==> config.mk <==
export PLATFORM = sky130hd
export DESIGN_NAME = fhc_hdr_guard
export DESIGN_NICKNAME = d
export VERILOG_FILES = /design/src/rtl/fhc_pkg.sv /design/src/rtl/fhc_sticky.sv /design/src/rtl/fhc_hdr_check.sv /design/src/rtl/fhc_csr.sv /design/src/rtl/fhc_hdr_guard.sv
export SDC_FILE = /design/constraint.sdc
export NUM_CORES = 1
export LEC_CHECK = 0
export BUFFER_PORTS_ARGS = -buffer_cell sky130_fd_sc_hd__buf_4
export CORE_ASPECT_RATIO = 0.75
export CORE_MARGIN = 5
export CORE_UTILIZATION = 46
export DETAILED_ROUTE_END_ITERATION = 8
export PLACE_DENSITY_LB_ADDON = 0.1
export SYNTH_ARGS = -nofsm -noshare
export SYNTH_HDL_FRONTEND = slang
export SYNTH_SLANG_ARGS = --single-unit
export TNS_END_PERCENT = 30
==> constraint.sdc <==
create_clock -name clk -period 1.75 [get_ports clk]
set_input_delay 0.175 -clock clk [delete_from_list [all_inputs] [get_ports clk]]
set_output_delay 0.175 -clock clk [all_outputs]
set_load 0.05 [all_outputs]
==> src/rtl/fhc_pkg.sv <==
package fhc_pkg;

   localparam logic [3:0] METH_NONE  = 4'b0000;
   localparam logic [3:0] METH_BFP   = 4'b0001;
   localparam logic [3:0] METH_MULAW = 4'b0011;
   localparam logic [3:0] WIDTH_16   = 4'b0000;

   localparam int unsigned ADDR_MODE  = 0;
   localparam int unsigned ADDR_TXERR = 1;
   localparam int unsigned ADDR_RXERR = 2;

   localparam int unsigned MODE_W = 9;
   localparam int unsigned ERR_W  = 2;

   typedef struct packed {
      logic [3:0] width;
      logic [3:0] meth;
   } hdr_t;

   typedef struct packed {
      logic dyn;
      hdr_t stat;
   } mode_t;

   function automatic logic meth_ok(input logic [3:0] m, input bit bfp_en, input bit mu_en);
      case (m)
         METH_NONE:  meth_ok = 1'b1;
         METH_BFP:   meth_ok = bfp_en;
         METH_MULAW: meth_ok = mu_en;
         default:    meth_ok = 1'b0;
      endcase
   endfunction

endpackage

==> src/rtl/fhc_sticky.sv <==
module fhc_sticky #(
   parameter int unsigned W = 2
) (
   input  logic         clk,
   input  logic         rst_n,
   input  logic [W-1:0] set,
   input  logic [W-1:0] clr,
   output logic [W-1:0] q
);
   // a hardware set overrides a clear in the same cycle
   always_ff @(posedge clk) begin
      if (!rst_n) q <= '0;
      else        q <= (q & ~clr) | set;
   end
endmodule

==> src/rtl/fhc_hdr_check.sv <==
module fhc_hdr_check
   import fhc_pkg::*;
#(
   parameter bit          IS_RX      = 1'b0,
   parameter bit          BFP_EN     = 1'b1,
   parameter bit          MULAW_EN   = 1'b1,
   parameter logic [15:0] WIDTH_MASK = 16'hFF01
) (
   input  logic clk,
   input  logic rst_n,
   input  logic in_vld,
   input  hdr_t in_hdr,
   output logic out_vld,
   output hdr_t out_hdr,
   output logic out_drop,
   output logic evt_width,
   output logic evt_meth
);
   localparam logic [3:0] DFLT_METH = BFP_EN ? METH_BFP : METH_MULAW;

   logic w_ok, m_ok, drop_n;
   hdr_t hdr_n;

   assign w_ok = WIDTH_MASK[in_hdr.width];
   assign m_ok = meth_ok(in_hdr.meth, BFP_EN, MULAW_EN);

   generate
      if (IS_RX) begin : g_rx
         always_comb begin
            drop_n       = ~w_ok;
            hdr_n.width  = in_hdr.width;
            hdr_n.meth   = m_ok ? in_hdr.meth : DFLT_METH;
         end
      end else begin : g_tx
         always_comb begin
            drop_n       = ~m_ok;
            hdr_n.width  = w_ok ? in_hdr.width : WIDTH_16;
            hdr_n.meth   = in_hdr.meth;
         end
      end
   endgenerate

   assign evt_width = in_vld & ~w_ok;
   assign evt_meth  = in_vld & ~m_ok;

   always_ff @(posedge clk) begin
      if (!rst_n) begin
         out_vld  <= 1'b0;
         out_hdr  <= '0;
         out_drop <= 1'b0;
      end else begin
         out_vld <= in_vld;
         if (in_vld) begin
            out_hdr  <= hdr_n;
            out_drop <= drop_n;
         end
      end
   end
endmodule

==> src/rtl/fhc_csr.sv <==
module fhc_csr
   import fhc_pkg::*;
#(
   parameter int unsigned ADDR_W = 4,
   parameter int unsigned DATA_W = 32
) (
   input  logic              clk,
   input  logic              rst_n,
   input  logic              wr,
   input  logic [ADDR_W-1:0] addr,
   input  logic [DATA_W-1:0] wdata,
   output logic [DATA_W-1:0] rdata,
   input  logic [ERR_W-1:0]  tx_err,
   input  logic [ERR_W-1:0]  rx_err,
   output mode_t             mode,
   output logic [ERR_W-1:0]  tx_clr,
   output logic [ERR_W-1:0]  rx_clr
);
   logic sel_mode, sel_tx, sel_rx;

   assign sel_mode = (addr == ADDR_W'(ADDR_MODE));
   assign sel_tx   = (addr == ADDR_W'(ADDR_TXERR));
   assign sel_rx   = (addr == ADDR_W'(ADDR_RXERR));

   wire unused_wdata = ^wdata[DATA_W-1:MODE_W];

   always_ff @(posedge clk) begin
      if (!rst_n)              mode <= '0;
      else if (wr && sel_mode) mode <= mode_t'(wdata[MODE_W-1:0]);
   end

   assign tx_clr = (wr && sel_tx) ? wdata[ERR_W-1:0] : '0;
   assign rx_clr = (wr && sel_rx) ? wdata[ERR_W-1:0] : '0;

   always_comb begin
      rdata = '0;
      if (sel_mode)    rdata[MODE_W-1:0] = mode;
      else if (sel_tx) rdata[ERR_W-1:0]  = tx_err;
      else if (sel_rx) rdata[ERR_W-1:0]  = rx_err;
   end
endmodule

==> src/rtl/fhc_hdr_guard.sv <==
module fhc_hdr_guard
   import fhc_pkg::*;
#(
   parameter int unsigned ADDR_W     = 4,
   parameter int unsigned DATA_W     = 32,
   parameter bit          BFP_EN     = 1'b1,
   parameter bit          MULAW_EN   = 1'b1,
   parameter logic [15:0] WIDTH_MASK = 16'hFF01
) (
   input  logic              clk,
   input  logic              rst_n,
   input  logic              csr_wr,
   input  logic [ADDR_W-1:0] csr_addr,
   input  logic [DATA_W-1:0] csr_wdata,
   output logic [DATA_W-1:0] csr_rdata,
   input  logic              tx_hdr_vld,
   input  logic [3:0]        tx_hdr_width,
   input  logic [3:0]        tx_hdr_meth,
   output logic              tx_out_vld,
   output logic [3:0]        tx_out_width,
   output logic [3:0]        tx_out_meth,
   output logic              tx_out_drop,
   input  logic              rx_hdr_vld,
   input  logic [3:0]        rx_hdr_width,
   input  logic [3:0]        rx_hdr_meth,
   output logic              rx_out_vld,
   output logic [3:0]        rx_out_width,
   output logic [3:0]        rx_out_meth,
   output logic              rx_out_drop
);
   localparam int unsigned NDIR = 2;

   if (DATA_W < MODE_W)          $error("DATA_W too narrow for the mode register");
   if (ADDR_W < 2)               $error("ADDR_W cannot reach three registers");
   if (!(BFP_EN || MULAW_EN))    $error("receive default needs an enabled method");
   if (!WIDTH_MASK[0])           $error("transmit fallback width 16 must be supported");

   mode_t            mode_q;
   logic [ERR_W-1:0] tx_err_q, rx_err_q, tx_clr, rx_clr;

   fhc_csr #(.ADDR_W(ADDR_W), .DATA_W(DATA_W)) u_csr (
      .clk(clk), .rst_n(rst_n), .wr(csr_wr), .addr(csr_addr), .wdata(csr_wdata),
      .rdata(csr_rdata), .tx_err(tx_err_q), .rx_err(rx_err_q),
      .mode(mode_q), .tx_clr(tx_clr), .rx_clr(rx_clr)
   );

   logic [NDIR-1:0] vld_in, vld_out, drop_out, ev_w, ev_m;
   hdr_t            hdr_pkt [NDIR];
   hdr_t            hdr_in  [NDIR];
   hdr_t            hdr_out [NDIR];

   assign vld_in  = {rx_hdr_vld, tx_hdr_vld};
   assign hdr_pkt[0] = '{width: tx_hdr_width, meth: tx_hdr_meth};
   assign hdr_pkt[1] = '{width: rx_hdr_width, meth: rx_hdr_meth};

   for (genvar d = 0; d < NDIR; d++) begin : g_dir
      assign hdr_in[d] = mode_q.dyn ? hdr_pkt[d] : mode_q.stat;
      fhc_hdr_check #(
         .IS_RX(d == 1), .BFP_EN(BFP_EN), .MULAW_EN(MULAW_EN), .WIDTH_MASK(WIDTH_MASK)
      ) u_chk (
         .clk(clk), .rst_n(rst_n), .in_vld(vld_in[d]), .in_hdr(hdr_in[d]),
         .out_vld(vld_out[d]), .out_hdr(hdr_out[d]), .out_drop(drop_out[d]),
         .evt_width(ev_w[d]), .evt_meth(ev_m[d])
      );
   end

   fhc_sticky #(.W(ERR_W)) u_tx_err (
      .clk(clk), .rst_n(rst_n), .set({ev_w[0], ev_m[0]}), .clr(tx_clr), .q(tx_err_q)
   );
   fhc_sticky #(.W(ERR_W)) u_rx_err (
      .clk(clk), .rst_n(rst_n), .set({ev_w[1], ev_m[1]}), .clr(rx_clr), .q(rx_err_q)
   );

   assign tx_out_vld   = vld_out[0];
   assign tx_out_width = hdr_out[0].width;
   assign tx_out_meth  = hdr_out[0].meth;
   assign tx_out_drop  = drop_out[0];
   assign rx_out_vld   = vld_out[1];
   assign rx_out_width = hdr_out[1].width;
   assign rx_out_meth  = hdr_out[1].meth;
   assign rx_out_drop  = drop_out[1];
endmodule

==> metrics.md, run 1 <==
| Metric | Value |
|---|---|
| Delay of the slowest critical-path stage | `about 0.45 ns` |
| Sw power | `533 uW` |
| Hold path startpoint | `csr_wdata[3]` |
| DR iter-0 viols | `98` |
| WL final | `4250 um` |
| Critical-path cell with the highest stage delay | `dfxtp_1` |
| Yosys cell types | `31` |
| Syn_area_per_cell | `8.80 sq um` |
| GPL Wtd Cong | `between 0.8 and 0.9` |
| Setup violations, final | `0` |
| Crit. Startpoint | `u_csr.mode[1]$_SDFFE_PN0P_` |
| Final nets | `316` |
| First-pass GRT wire length | `6730 um` |
| Net Sw Frac | `0.302` |
| WP data arrival | `1.29 ns` |
| Vias in the first global route | `roughly 1400` |
| Layout Utilization | `0.623` |
| Worst-Skew Late Latency | `0.28 ns` |
| # clock sinks | `33` |
| # resized after CTS | `0` |
| Critical-path maximum fanout | `5` |
| Synth Register Bits | `33` |
| Core area | `about 3600 sq um` |
| CP endpoint kind | `output pin` |
| # rows | `19` |
| Critical path class | `register to output pin` |
| Reg2reg start | `u_csr.mode[8]$_SDFFE_PN0P_` |
| Initial core utilization | `0.474` |
| Startpoint types | `register` |
| DP HPWL | `3270 um` |
| Fin. Hold Viols | `0` |
| Syn Std Cell Area | `1720 sq um` |
| IO Port Bufs | `62` |
| Number of buffers created by CTS | `5` |
| TNS Setup | `0 ns` |
| Wire per inst | `roughly 14 um` |
| Layout cells sized above 1 | `0.308` |
| Period utilization | `0.838` |
| Int Pwr | `1.23 mW` |
| Die Span X | `a little over 80 um` |
| Clock root buffer | `clkbuf_8` |
| Sequential fraction of the synthesis area | `0.383` |
| Cell Chain, Critical Path | `mux2i_1 -> nor2_1 -> a21oi_1 -> nor3_2 -> buf_4` |
| Pins Over Slew Limit | `0` |
| Leakage | `1.09 nW` |
| Post-Synthesis Cells | `slightly below 200` |
| HP Class | `primary input to register` |
| Max Cap Viol | `0` |
| GRT Util Overall | `0.169` |
| Most common cell after layout, fill and taps aside | `buf_4` |
| Clk network pwr share | `0.355` |
| Fmax | `a little under 700 MHz` |
| Area growth syn-to-layout | `31.4%` |
| DRC violation count after routing | `0` |
| Grt total ovfl | `0` |
| Run status | `completed` |
| Largest net degree at the start of global routing | `34` |
| IO Count | `109` |
| Peak VDD IR | `0.563 mV` |
| CTS Hold Bufs | `0` |
| Clk buf depth | `2` |
| H-tree depth | `2` |
| Drt via density | `4.79` |
| 1st-pass router iterations | `4` |
| Final ANT Viol Nets | `0` |
| Die Area | `5090 sq um` |
| Vias post-DR | `1496` |
| Worst EP required | `1.57 ns` |
| CTS tree | `done` |
| Clock skew | `~0.0040 ns` |
| Setup Buffers After CTS | `0` |
| Combinational share of power | `0.200` |
| Initial antenna violation count | `0` |
| Clock-pin slew on the worst setup and hold paths | `approximately 0.07 ns` |
| Sequential share of power | `0.445` |
| Final min period | `approximately 1.5 ns` |
| Fill cell count | `333` |
| Commonest non-fill, non-tap cells in the layout | `68 x buf_4, 33 x dfxtp_1, 23 x conb_1, 16 x mux2i_1` |
| Diode count | `0` |
| PD cells | `780 nW/um^2` |
| Die Span Y | `63.0 um` |
| RSZ-0062 raised after global routing | `no` |
| Synth warnings | `0` |
area by class of cell:
| class | count | area (sq um) | area share |
|---|---|---|---|
| Clock buffer | 7 | 96.3 | 0.0425 |
| Clock inverter | 1 | 5.00 | 0.00221 |
| Inverter | 3 | 11.3 | 0.00497 |
| Sequential cell | 33 | 661 | 0.292 |
| Timing Repair Buffer | 68 | 510 | 0.225 |
| Tap cell | 52 | 65.1 | 0.0287 |
| Multi-Input combinational cell | 148 | 917 | 0.405 |
state kept, by name (all words and copies together), names as in the netlist:
name                  count
u_csr.mode                9
u_rx_err.q                2
u_tx_err.q                2
g_dir.u_chk.out_hdr      16
g_dir.u_chk.out_drop      2
g_dir.u_chk.out_vld       2
per-layer routing:
| layer | global-route usage | routed length [um] | part of all wire | vias up |
|---|---|---|---|---|
| li1 | - | - | - | 755 |
| met1 | 0.253 | 2130 | 0.50 | 676 |
| met2 | 0.229 | 1700 | 0.40 | 63 |
| met3 | 0.0605 | 403 | 0.095 | 2 |
| met4 | 0.0316 | 13 | 0.0031 | 0 |
| met5 | 0 | 0 | 0 | - |
power by group through the flow:
stage,Combinational (mW),Clock [mW],Sequential [mW]
6_report,0.354,0.628,0.786
4_1_cts,0.353,0.644,0.785
3_3_place_gp,0.352,0,0.802
5_1_grt,0.376,0.676,0.788
2_1_floorplan,0.225,0,0.858
3_5_place_dp,0.352,0,0.802
cell families after synthesis:
| family | after synthesis | share of synthesized area |
|---|---|---|
| simple gates | 68 | 0.232 |
| compound gates | 41 | 0.154 |
| buf+inv | 37 | 0.136 |
| flops | 33 | 0.383 |
| mux | 16 | 0.0929 |
| other cells | 1 | 0.00217 |
worst max-delay path, delay by kind of cell (launching register included):
kind            cells  cell delay (ns)
compound gates      1             0.06
buf+inv             1             0.21
flops               1             0.45
mux                 1             0.11
simple gates        2             0.19
synth_stat cells, drive strengths merged:
library cell,number,area [sq um]
buf,28,200
clkbuf,6,22.5
conb,1,3.75
dfxtp,33,661
o21ai,10,50.1
nand2,13,51.3
nor3,6,30.0
and3,3,18.8
nor2b,13,81.3
o211a,5,50.1
nand2b,3,18.8
a31oi,2,12.5
nand4b,4,35.0
nor4,1,12.5
mux2i,16,160
nor2,6,22.5
a32oi,1,8.76
o21a,2,15.0
a21oi,13,65.1
a31o,1,8.76
and2,8,50.1
a21boi,6,45.0
a32o,1,10.0
inv,3,11.3
nand3,5,25.0
or3,1,6.26
nor3b,4,41.3
nand3b,1,7.51
metrics by stage:
stage | worst slack, ns | std cells | hold slack, ns | area (sq um) | power [mW]
after CTS | 0.284 | 312 | 0.147 | 2270 | 1.78
after global placement | 0.349 | 304 | 0.435 | 2160 | 1.15
final | 0.283 | 312 | 0.150 | 2270 | 1.77
after floorplan | -0.0392 | 218 | 0.299 | 1810 | 1.08
after detailed placement | 0.345 | 304 | 0.438 | 2160 | 1.15
after global routing | 0.161 | 312 | 0.145 | 2270 | 1.84
path summary, 6_finish.rpt:
check | slack (ns) | cells after the start | to
worst max register to register | 0.34 | 4 | g_dir[1].u_chk.out_hdr[0]$_SDFFE_PN0P_
worst min-delay path | 0.15 | 3 | u_csr.mode[3]$_SDFFE_PN0P_
worst max-delay path | 0.28 | 5 | csr_rdata[1]
worst min register to register | 0.47 | 2 | u_tx_err.q[0]$_SDFF_PN0_
Power figures use the tool's default switching activity.
==> inputs of run 2 (changes only) <==
- CORE_UTILIZATION: 46 -> 42
- clock period: 1.75 -> 1.4 ns (I/O delays scaled with it)
==> metrics.md, run 2 (synthesis gave the netlist of run 1 again) <==
| Metric | Value |
|---|---|
| Die Span X | `84.0 um` |
| Peak VDD IR | `roughly 0.62 mV` |
| Period utilization | `0.971` |
| Die Span Y | `65.5 um` |
| CP endpoint kind | `output pin` |
| CTS Hold Bufs | `0` |
| Final nets | `320` |
| Leakage | `about 1.1 nW` |
| Critical path class | `register to output pin` |
| DRC violation count after routing | `0` |
| Area growth syn-to-layout | `34.1%` |
| # clock sinks | `33` |
| Largest Register | `g_dir.u_chk.out_hdr` |
| CTS tree | `done` |
| Final hold slack | `0.113 ns` |
| WP data arrival | `1.22 ns` |
| Grt total ovfl | `0` |
| Run status | `completed` |
| Max reg flops | `16` |
| Fin worst setup slack | `between 0.04 and 0.05 ns` |
| Regs by FF count | `g_dir.u_chk.out_hdr x16, u_csr.mode x9` |
| Initial antenna violation count | `0` |
| Die Area | `~5500 sq um` |
| Clock root buffer | `clkbuf_8` |
| Clock skew | `~0.0042 ns` |
| Wire per inst | `13.6 um` |
| Crit. Startpoint | `u_rx_err.q[1]$_SDFF_PN0_` |
| Clk buf depth | `2` |
| Core area | `between 4000 and 5000 sq um` |
| Clock-pin slew on the worst setup and hold paths | `0.07 ns` |
| Fill cell count | `387` |
| Critical-path maximum fanout | `2` |
| GPL Wtd Cong | `0.779` |
| Cell Chain, Critical Path | `mux2i_1 -> nor2_1 -> a21oi_2 -> nor3_2 -> buf_6` |
| Drt via density | `4.72` |
| Max Cap Viol | `0` |
| Delay of the slowest critical-path stage | `0.32 ns` |
| H-tree depth | `2` |
| Fin. Hold Viols | `0` |
| CP top delay family | `flip-flops` |
| RSZ-0062 raised after global routing | `yes` |
| DP HPWL | `roughly 3300 um` |
| Layout cells sized above 1 | `0.337` |
| DR iter-0 viols | `71` |
| HP Class | `primary input to register` |
| Final ANT Viol Nets | `0` |
| Fmax | `736 MHz` |
| Most common cell after layout, fill and taps aside | `buf_4` |
| Diode count | `0` |
| Area occupied by multi-input gates | `921 sq um` |
| Vias in the first global route | `1400` |
| Worst EP required | `between 1 and 1.5 ns` |
| Number of buffers created by CTS | `5` |
| GRT Util Overall | `0.158` |
| IO Count | `109` |
| Setup violations, final | `0` |
| PD cells | `about 960 nW/um^2` |
| Critical-path cell with the highest stage delay | `dfxtp_2` |
| # rows | `20` |
| Pins Over Slew Limit | `0` |
| Hold path startpoint | `csr_wdata[8]` |
| First-pass GRT wire length | `6840 um` |
| Commonest non-fill, non-tap cells in the layout | `71 x buf_4, 29 x dfxtp_1, 23 x conb_1, 16 x mux2i_1, 13 x nor2b_1` |
| Critical path buffer and inverter count | `1` |
| Startpoint types | `register` |
| IO Port Bufs | `62` |
| WL final | `around 4300 um` |
| Worst-Skew Late Latency | `0.29 ns` |
| Initial core utilization | `0.431` |
| Reg2reg start | `u_csr.mode[1]$_SDFFE_PN0P_` |
| 1st-pass router iterations | `4` |
| Largest net degree at the start of global routing | `34` |
| Vias post-DR | `approximately 1500` |
| Final min period | `1.36 ns` |
| Storage cell area | `~670 sq um` |
| Worst slack at placement | `0.0908 ns` |
run 2: metal layers:
metal  routed length, um  track usage  vias up  part of all wire
li1                    -            -      768                 -
met1                2180        0.225      662              0.50
met2                1710        0.213       71              0.39
met3                 398       0.0564        6             0.092
met4                  47       0.0602        0             0.011
met5                   0            0        -                 0
run 2: per-stage QoR:
step / power (mW) / utilization / setup TNS [ns] / cells / cell area [sq um]
after floorplan: 1.35 / - / -0.319 / 218 / 1810
after global placement: 1.45 / 0.549 / 0 / 311 / 2200
after detailed placement: 1.45 / 0.549 / 0 / 311 / 2200
after CTS: 2.24 / 0.577 / 0 / 319 / 2310
after global routing: 2.31 / 0.578 / -0.156 / 319 / 2310
final: 2.23 / 0.578 / 0 / 319 / 2310
run 2: layout make-up:
type,instances,area share
Clock inverter,1,0.00216
Clock buffer,7,0.0417
Multi-Input combinational cell,148,0.398
Sequential cell,33,0.288
Timing Repair Buffer,72,0.235
Inverter,3,0.00487
Tap cell,55,0.0298
run 2: final timing paths:
| path | to | slack (ns) | depth (start not counted) |
|---|---|---|---|
| setup / recovery | csr_rdata[1] | 0.04 | 5 |
| hold / removal | u_csr.mode[8]$_SDFFE_PN0P_ | 0.11 | 3 |
| setup reg to reg | g_dir[1].u_chk.out_hdr[1]$_SDFFE_PN0P_ | 0.12 | 6 |
| hold reg to reg | u_rx_err.q[1]$_SDFF_PN0_ | 0.47 | 2 |
run 2: worst reg2reg max path: cells and delay by family (launching register included):
kind	cells	cell delay [ns]
buffers and inverters	3	0.31
DFF	1	0.33
AOI/OAI and AO/OA	3	0.54
run 2: repair_timing:
item,4_1_cts,5_1_grt
endpoints found under the setup margin,1,10
endpoints found under the hold margin,0,0
pin swaps,2,1
gates resized for setup,3,3
buffers inserted,1,0
run 2: where the power goes:
group          internal [mW]  switching (mW)
clock network          0.444           0.353
registers              0.967          0.0151
logic                  0.135           0.312
==> inputs of run 3 (changes only) <==
--- a/config.mk
+++ b/config.mk
@@ -6,4 +6,5 @@
 export NUM_CORES = 1
 export LEC_CHECK = 0
+export ABC_AREA = 1
 export BUFFER_PORTS_ARGS = -buffer_cell sky130_fd_sc_hd__buf_4
 export CORE_ASPECT_RATIO = 0.75
==> constraint.sdc (replaced) <==
create_clock -name clk -period 1.4 [get_ports clk]
set_input_delay 0.14 -clock clk [delete_from_list [all_inputs] [get_ports clk]]
set_output_delay 0.14 -clock clk [all_outputs]
set_load 0.02 [all_outputs]
==> metrics.md, run 3 <==
| Metric | Value |
|---|---|
| DP Cell Count | `351` |
| Worst EP required | `~1.6 ns` |
| WP data arrival | `1.43 ns` |
| Final ANT Viol Nets | `0` |
| Clk buf depth | `2` |
| Die Area | `5430 sq um` |
| DR iter-0 viols | `93` |
| Regs by FF count | `g_dir.u_chk.out_hdr x16, u_csr.mode x9` |
| Peak VDD IR | `0.460 mV` |
| Core area | `roughly 4000 sq um` |
| Max reg flops | `16` |
| DP HPWL | `roughly 3300 um` |
| Ys flop type | `dfxtp_1` |
| Wire per inst | `11.5 um` |
| Most common cell after layout, fill and taps aside | `buf_4` |
| Metal3 WL | `401 um` |
| Initial antenna violation count | `0` |
| Storage cell area | `662 sq um` |
| CTS tree | `done` |
| Routed wl met2 | `1780 um` |
| Run status | `completed` |
| Post-Synthesis Cells | `approximately 240` |
| Placed cell areas | `about 2100 sq um` |
| Fin. Hold Viols | `0` |
| WL final | `4130 um` |
| Syn_area_per_cell | `7.10 sq um` |
| PD cells | `891 nW/um^2` |
| Final min period | `1.20 ns` |
| Largest Register | `g_dir.u_chk.out_hdr` |
| Initial core utilization | `0.427` |
| 1st-pass router iterations | `5` |
| Tot Pwr | `just under 2 mW` |
| Synth top cells by count | `59 x nand2_1, 33 x dfxtp_1, 25 x inv_1` |
| Clock root buffer | `clkbuf_8` |
| Synth Register Bits | `33` |
| Clock skew | `between 0.002 and 0.003 ns` |
| Worst-Skew Late Latency | `~0.28 ns` |
| # clock sinks | `33` |
| HP Class | `primary input to register` |
| Leakage | `between 1 and 1.5 nW` |
| # rows | `20` |
| Clock-pin slew on the worst setup and hold paths | `0.06 ns` |
| Uppermost routed layer | `met4` |
| Commonest non-fill, non-tap cells in the layout | `66 x buf_4, 59 x nand2_1, 32 x dfxtp_1, 25 x inv_1, 23 x conb_1` |
| Layout Cells excl Fill | `roughly 360` |
| Share of Yosys cell area claimed by the top area cell type | `0.389` |
| Top-count cell post-synth | `nand2_1` |
| Vias in the first global route | `1510` |
| Grt total ovfl | `0` |
| Design area | `around 2200 sq um` |
| Final hold slack | `0.0818 ns` |
| H-tree depth | `2` |
| IO Port Bufs | `62` |
| DRC violation count after routing | `0` |
| Diode count | `0` |
| Largest net degree at the start of global routing | `21` |
| Drt via density | `4.44` |
| Area occupied by multi-input gates | `788 sq um` |
| Fill cell count | `between 400 and 500` |
| First-pass GRT wire length | `6590 um` |
| GPL Wtd Cong | `0.803` |
| Period utilization | `0.857` |
| Die Span X | `83.4 um` |
| Sequential fraction of the synthesis area | `0.389` |
| CP endpoint kind | `register` |
| Setup violations, final | `0` |
| Met1 Wirelength | `between 1500 and 2000 um` |
| Critical-path maximum fanout | `11` |
| Startpoint types | `register` |
| Final nets | `360` |
| Setup Buffers After CTS | `0` |
| Number of buffers created by CTS | `5` |
| Layout cells sized above 1 | `0.276` |
| Pins Over Slew Limit | `0` |
| Cell taking the most area after synthesis | `dfxtp_1` |
| Area growth syn-to-layout | `29.3%` |
| FFs w/ async S/R, synth | `0` |
| Top cells by area, synth | `dfxtp_1 39%, nand2_1 13%, buf_4 11%` |
| Synth warnings | `0` |
| GRT Util Overall | `0.155` |
| Die Span Y | `65.1 um` |
| IO Count | `109` |
| TNS Setup | `0 ns` |
| Number of synthesized flops with an enable pin | `0` |
| RSZ-0062 raised after global routing | `no` |
| Vias post-DR | `1593` |
| Fmax | `833 MHz` |
| Yosys cell types | `28` |
| Max Cap Viol | `0` |
| Syn Std Cell Area | `roughly 1700 sq um` |
| Critical path class | `register to register` |
run 3: cell types whose count changed after synthesis, sizes merged, moves of 6 or more:
cell,before,now
nand2,13,63
inv,3,27
mux2i,16,0
nor2,6,22
nor2b,13,0
o21ai,10,18
a21oi,13,20
and2,8,1
a21boi,6,0
run 3: worst paths after layout:
check | from | endpoint | slack, ns | cells after the start
setup / recovery | u_csr.mode[8]$_SDFFE_PN0P_ | g_dir[1].u_chk.out_hdr[1]$_SDFFE_PN0P_ | 0.20 | 6
hold / removal | rx_hdr_vld | g_dir[1].u_chk.out_hdr[3]$_SDFFE_PN0P_ | 0.08 | 2
setup reg to reg | u_csr.mode[8]$_SDFFE_PN0P_ | g_dir[1].u_chk.out_hdr[1]$_SDFFE_PN0P_ | 0.20 | 6
hold reg to reg | g_dir[1].u_chk.out_hdr[3]$_SDFFE_PN0P_ | g_dir[1].u_chk.out_hdr[3]$_SDFFE_PN0P_ | 0.43 | 2
run 3: power by group:
group	total [mW]	internal (mW)	leakage [nW]	switching (mW)
logic	0.316	0.120	0.787	0.196
clock network	0.658	0.352	0.0395	0.306
registers	0.983	0.968	0.268	0.0148
run 3: kinds of logic (layout without fill, tap and decap cells):
| group | count (synthesis) | after routing | share of synthesized area |
|---|---|---|---|
| flops | 33 | 33 | 0.389 |
| simple gates | 103 | 103 | 0.269 |
| compound gates | 44 | 44 | 0.144 |
| buf+inv | 58 | 101 | 0.195 |
| other cells | 1 | 23 | 0.00221 |
run 3: repair_timing:
item,CTS,global route
endpoints found under the setup margin,0,7
hold buffers,0,0
gates resized for setup,0,1
run 3: routing by layer:
layer | track usage | up-vias
li1 | - | 841
met1 | 0.192 | 682
met2 | 0.229 | 61
met3 | 0.0635 | 9
met4 | 0.0823 | 0
met5 | 0 | -
run 3: final cells by class:
type / instances / share of cell area
Multi-Input combinational cell: 170 / 0.359
Sequential cell: 33 / 0.301
Timing Repair Buffer: 66 / 0.226
Inverter: 27 / 0.0462
Clock buffer: 8 / 0.0365
Tap cell: 55 / 0.0313
run 3: critical path, cell delays in order (launching register included):
cell and delay [ns]:
dfxtp_2 0.41, buf_4 0.21, nand2_1 0.06, and2_1 0.17, a21oi_2 0.14, nand3_1 0.09
nand2_1 0.06
run 3: stage by stage:
step	util	setup WS, ns
2_1_floorplan	-	0.333
3_3_place_gp	0.531	0.0995
3_5_place_dp	0.531	0.0950
4_1_cts	0.552	0.0659
5_1_grt	0.552	0.0579
6_report	0.552	0.200
